File: src/rtl/dbg_reg_access.sv
module dbg_reg_access #(
  parameter int CODE_W = 6,
  parameter int OP_W   = 8,
  parameter int DATA_W = 32,
  parameter int NREG   = 4,
  parameter logic [OP_W-1:0] BASE_OP = 8'h14,
  parameter logic [4:0] ERR_VAL = 5'h05
) (
  input  logic              clk,
  input  logic              rst_n,
  input  logic              in_valid,
  output logic              in_ready,
  input  logic [CODE_W-1:0] in_code,
  input  logic [OP_W-1:0]   in_opcode,
  input  logic [DATA_W-1:0] in_data,
  output logic              out_valid,
  input  logic              out_ready,
  output logic [CODE_W-1:0] out_code,
  output logic [OP_W-1:0]   out_opcode,
  output logic [DATA_W-1:0] out_data,
  output logic              overrun
);
  localparam int IDX_W = (NREG > 1) ? $clog2(NREG) : 1;
  localparam logic [CODE_W-1:0] C_RD  = CODE_W'(17);
  localparam logic [CODE_W-1:0] C_WR  = CODE_W'(18);
  localparam logic [CODE_W-1:0] C_RDY = CODE_W'(16);
  localparam logic [CODE_W-1:0] C_INF = CODE_W'(19);
  localparam logic [CODE_W-1:0] C_ERR = CODE_W'(8);

  logic [DATA_W-1:0] regs [NREG];
  logic [OP_W-1:0]   off;
  logic [IDX_W-1:0]  idx;
  logic              hit, accept, is_rd, is_wr;

  assign in_ready = !out_valid;
  assign accept   = in_valid && in_ready;
  assign is_rd    = (in_code == C_RD);
  assign is_wr    = (in_code == C_WR);
  assign off      = in_opcode - BASE_OP;
  assign idx      = off[IDX_W-1:0];
  assign hit      = (in_opcode >= BASE_OP) && (off < OP_W'(NREG));

  always_ff @(posedge clk) begin
    if (!rst_n) begin
      out_valid  <= 1'b0;
      out_code   <= '0;
      out_opcode <= '0;
      out_data   <= '0;
      overrun    <= 1'b0;
      for (int i = 0; i < NREG; i++) regs[i] <= '0;
    end else begin
      if (out_valid && out_ready) out_valid <= 1'b0;
      if (in_valid && !in_ready) overrun <= 1'b1;
      if (accept && (is_rd || is_wr)) begin
        out_valid  <= 1'b1;
        out_opcode <= in_opcode;
        if (!hit) begin
          out_code <= C_ERR;
          out_data <= DATA_W'(ERR_VAL);
        end else if (is_wr) begin
          regs[idx] <= in_data;
          out_code  <= C_RDY;
          out_data  <= '0;
        end else begin
          out_code <= C_INF;
          out_data <= regs[idx];
        end
      end
    end
  end
endmodule


File: config.mk
export PLATFORM = sky130hd
export DESIGN_NAME = dbg_reg_access
export DESIGN_NICKNAME = d
export VERILOG_FILES = /design/src/rtl/dbg_reg_access.sv
export SDC_FILE = /design/constraint.sdc
export NUM_CORES = 1
export LEC_CHECK = 0
export ABC_AREA = 1
export CAP_MARGIN = 5
export CORE_MARGIN = 5
export CORE_UTILIZATION = 49
export DETAILED_ROUTE_END_ITERATION = 10
export PLACE_DENSITY = 0.84
export SYNTH_ARGS = -nofsm -noshare
export SYNTH_HDL_FRONTEND = slang
export SYNTH_SLANG_ARGS = --single-unit
File: constraint.sdc
create_clock -name clk -period 4.05 [get_ports clk]
set_input_delay 0.405 -clock clk [delete_from_list [all_inputs] [get_ports clk]]
set_output_delay 0.405 -clock clk [all_outputs]
set_load 0.01 [all_outputs]
==> results.txt <==
Result of the run: completed
Area of the die: 17710 sq um
Sequential share of the synthesized area: 0.6392
Number of port buffers: 96
Mean Syn Cell Area: 10.25 sq um
Leading post-synthesis cells by cell area: sky130_fd_sc_hd__edfxtp_1, sky130_fd_sc_hd__dfxtp_1, sky130_fd_sc_hd__nor2_1
Number of placed instances with taps included: 971
Number of antenna violations at the first check in global routing: 0
Horizontal die dimension: 133.1 microns
Combined buffer and inverter count along the critical path: 4
Power per Cell Area: 433.9 nW/um^2
Number of DRC markers in iteration 0: 553
Number of diodes: 0
Clock tree root driver cell: sky130_fd_sc_hd__clkbuf_16
Critical path launch point type: primary input
Rel. slew slack: 0.4131
Post-route antenna net violation count: 0
GRT Residual Overflow: 0
Worst min path class: flip-flop to flip-flop
EDFF count, synth: 128
Fin Clk Skew: 7.787 ps
Fin util: 0.6095
# setup viols final: 0
Post-DP HPWL: 10.73 mm
Initial core utilization: 0.4937
First-pass GRT wire length: 29.29 mm
Via count: 5573
Number of placement rows: 45
Total negative slack for setup checks: 0 ps
Clock period minus final worst setup slack: 2543 ps
Flip-flop and latch count after synthesis: 173
Post_cts resized: 0
I/O pin cnt: 99
Highest net fanout along the worst path: 17
CP Depth: 8
Peak supply drop: 0.0003274 V
Top cell family by delay on the critical path: buffers and inverters
Crit path required time: 4180 ps
Top cell types by occurrence after synthesis: sky130_fd_sc_hd__nor2_1, sky130_fd_sc_hd__edfxtp_1, sky130_fd_sc_hd__o21ai_0
Busiest metal layer after global routing: met2
Mean number of vias per cell: 5.551
Cell count of the worst hold path: 2
P&R area growth vs syn: 23.45%
Maximum count of clock buffers along a single path: 2
Number of buffers inserted for hold repair after clock tree synthesis: 0
Fraction of synthesized cell area taken by the top area cell type: 0.5179
Share of final-layout standard cells stronger than drive strength 1: 0.1054
Critical path type: primary input to flip-flop
Maximum frequency from static timing analysis: 393.3 MHz
GRT met2 Usage: 0.3688
Remaining DRCs: 0
Number of distinct standard cells referenced by the synthesized netlist: 23
Worst path cell trace: clkdlybuf4s50_1 > inv_1 > nor2_1 > nand3_1 > nor3_4 > inv_1 > o21ai_4 > buf_12
Final critical-path share of the clock period: 0.6279
Global-route met1 utilization: 0.2506
H-tree levels: 4
Total routing resource utilization after global routing: 0.2111
Post-layout net count: 853
CTS tree: done
Design area: 9163 sq um
Post-Layout Cell Count: 1004
Clock network latency to the later pin of the worst-skew pair: 430 ps
Die boundary height: 133.1 microns
Maxcap violations: 0
Number of failing hold endpoints at the final stage: 0
Fraction of synthesis flops using an asynchronous set or reset pin: 0
Number of cells on the worst reg-to-reg path: 6
GP Congestion: 0.7820
Grt met3 use: 0.04981
Slowest cell on the critical path: sky130_fd_sc_hd__o21ai_4
Cell with the most instances after synthesis: sky130_fd_sc_hd__nor2_1
Area of the core region: 15030 sq um
Dominant cell type by area after synthesis: sky130_fd_sc_hd__edfxtp_1
Summed instance area of the synthesized netlist: 7422 sq um
Leakage Power: 3.401 nW
Worst path max stage delay: 600 ps
Number of slew-limit violations in the final report: 0
Arrival @ worst endpoint: 2680 ps
Cell area after placement: 8488 sq um
Cts bufs inserted: 17
Detailed Routing Iterations Pass 1: 6
Sinks on Clock Net: 173
Synth Flop Type: sky130_fd_sc_hd__edfxtp_1
Unrepaired setup endpoints after global routing: false
Critical path's most frequent cell: sky130_fd_sc_hd__inv_1
Routed Wire Length: 18.15 mm
WL/cell: 18.08 microns
Post-CTS Setup Bufs: 0
Post-synthesis cell count: 724
Via count of the first global-routing pass: 5711
Worst Setup End Kind: flip-flop
Actual transition at the worst max-transition pin: 880.3 ps
Syn. warnings: 0
Pin count of the biggest net entering global routing: 65
Clk pin slew, worst setup/hold paths: 60 ps
==> cell usage in the layout, fill, tap and decap left out, drive strengths merged <==
cell and count:
nand4 2, inv 49, clkinvlp 1, edfxtp 128, nand3 39, a21oi 33, dfxtp 45, o21ai 68
clkdlybuf4s50 95, a211oi 4, bufinv 5, clkinv 7, conb 2, clkbuf 18, buf 17, nor2 185
nand2 55, o22ai 30, nor3 33
==> area by class of cell <==
cell class              count  area, sq um
clock buffers              18        429.2
clock inverters            14        217.7
fillers                  1174         5871
inverters                  48        180.2
multi-input cells         451         2222
flip-flops and latches    173         4745
well taps                 188        235.2
repair buffers            112         1134
==> final timing paths <==
check / slack [ps] / endpoint / from
max: 1510 / regs[1][1] / in_opcode[4]
min: 470 / out_data[13] / out_data[13]
max reg2reg: 1720 / regs[1][1] / out_valid
min reg2reg: 470 / out_data[13] / out_data[13]
==> worst register-to-register path: cells and delay by family, from the launching register on <==
kind            cells  cell delay [ps]
compound gates      1              600
flops               1              330
buf+inv             2              420
simple gates        3              690
==> state kept, by name, indices dropped and copies added, names as in the netlist <==
signal and count:
regs 128, out_data 32, out_opcode 8, out_code 3, out_valid 1, overrun 1
==> power breakdown <==
group          internal (W)  total, W  switching [W]  leakage (nW)
Clock               0.00110   0.00178       0.000679         0.313
Sequential          0.00194   0.00195      0.0000130          1.70
Combinational     0.0000913  0.000248       0.000157          1.39
==> through the flow <==
step	setup slack, ps	hold WS, ps	total power [W]
CTS	1521	470.3	0.003987
detailed placement	1102	457.5	0.002229
floorplan	123.3	490.0	0.002118
global route	1390	479.8	0.004099
global placement	1238	453.1	0.002222
finish	1507	465.7	0.003975
==> cells by family (layout without fill, tap and decap cells) <==
family	Yosys count	in the layout	synth area share
and+or+nand+nor	314	314	0.1988
DFF	173	173	0.6392
AOI/OAI and AO/OA	135	135	0.09744
buffers and inverters	101	192	0.06406
other	1	2	0.0005052
==> metal layers <==
metal,share of wire,vias up
li1,-,2629
met1,0.38,2649
met2,0.52,263
met3,0.076,32
met4,0.022,0
met5,0,-
Note: power is estimated with default switching activity, not from simulation.
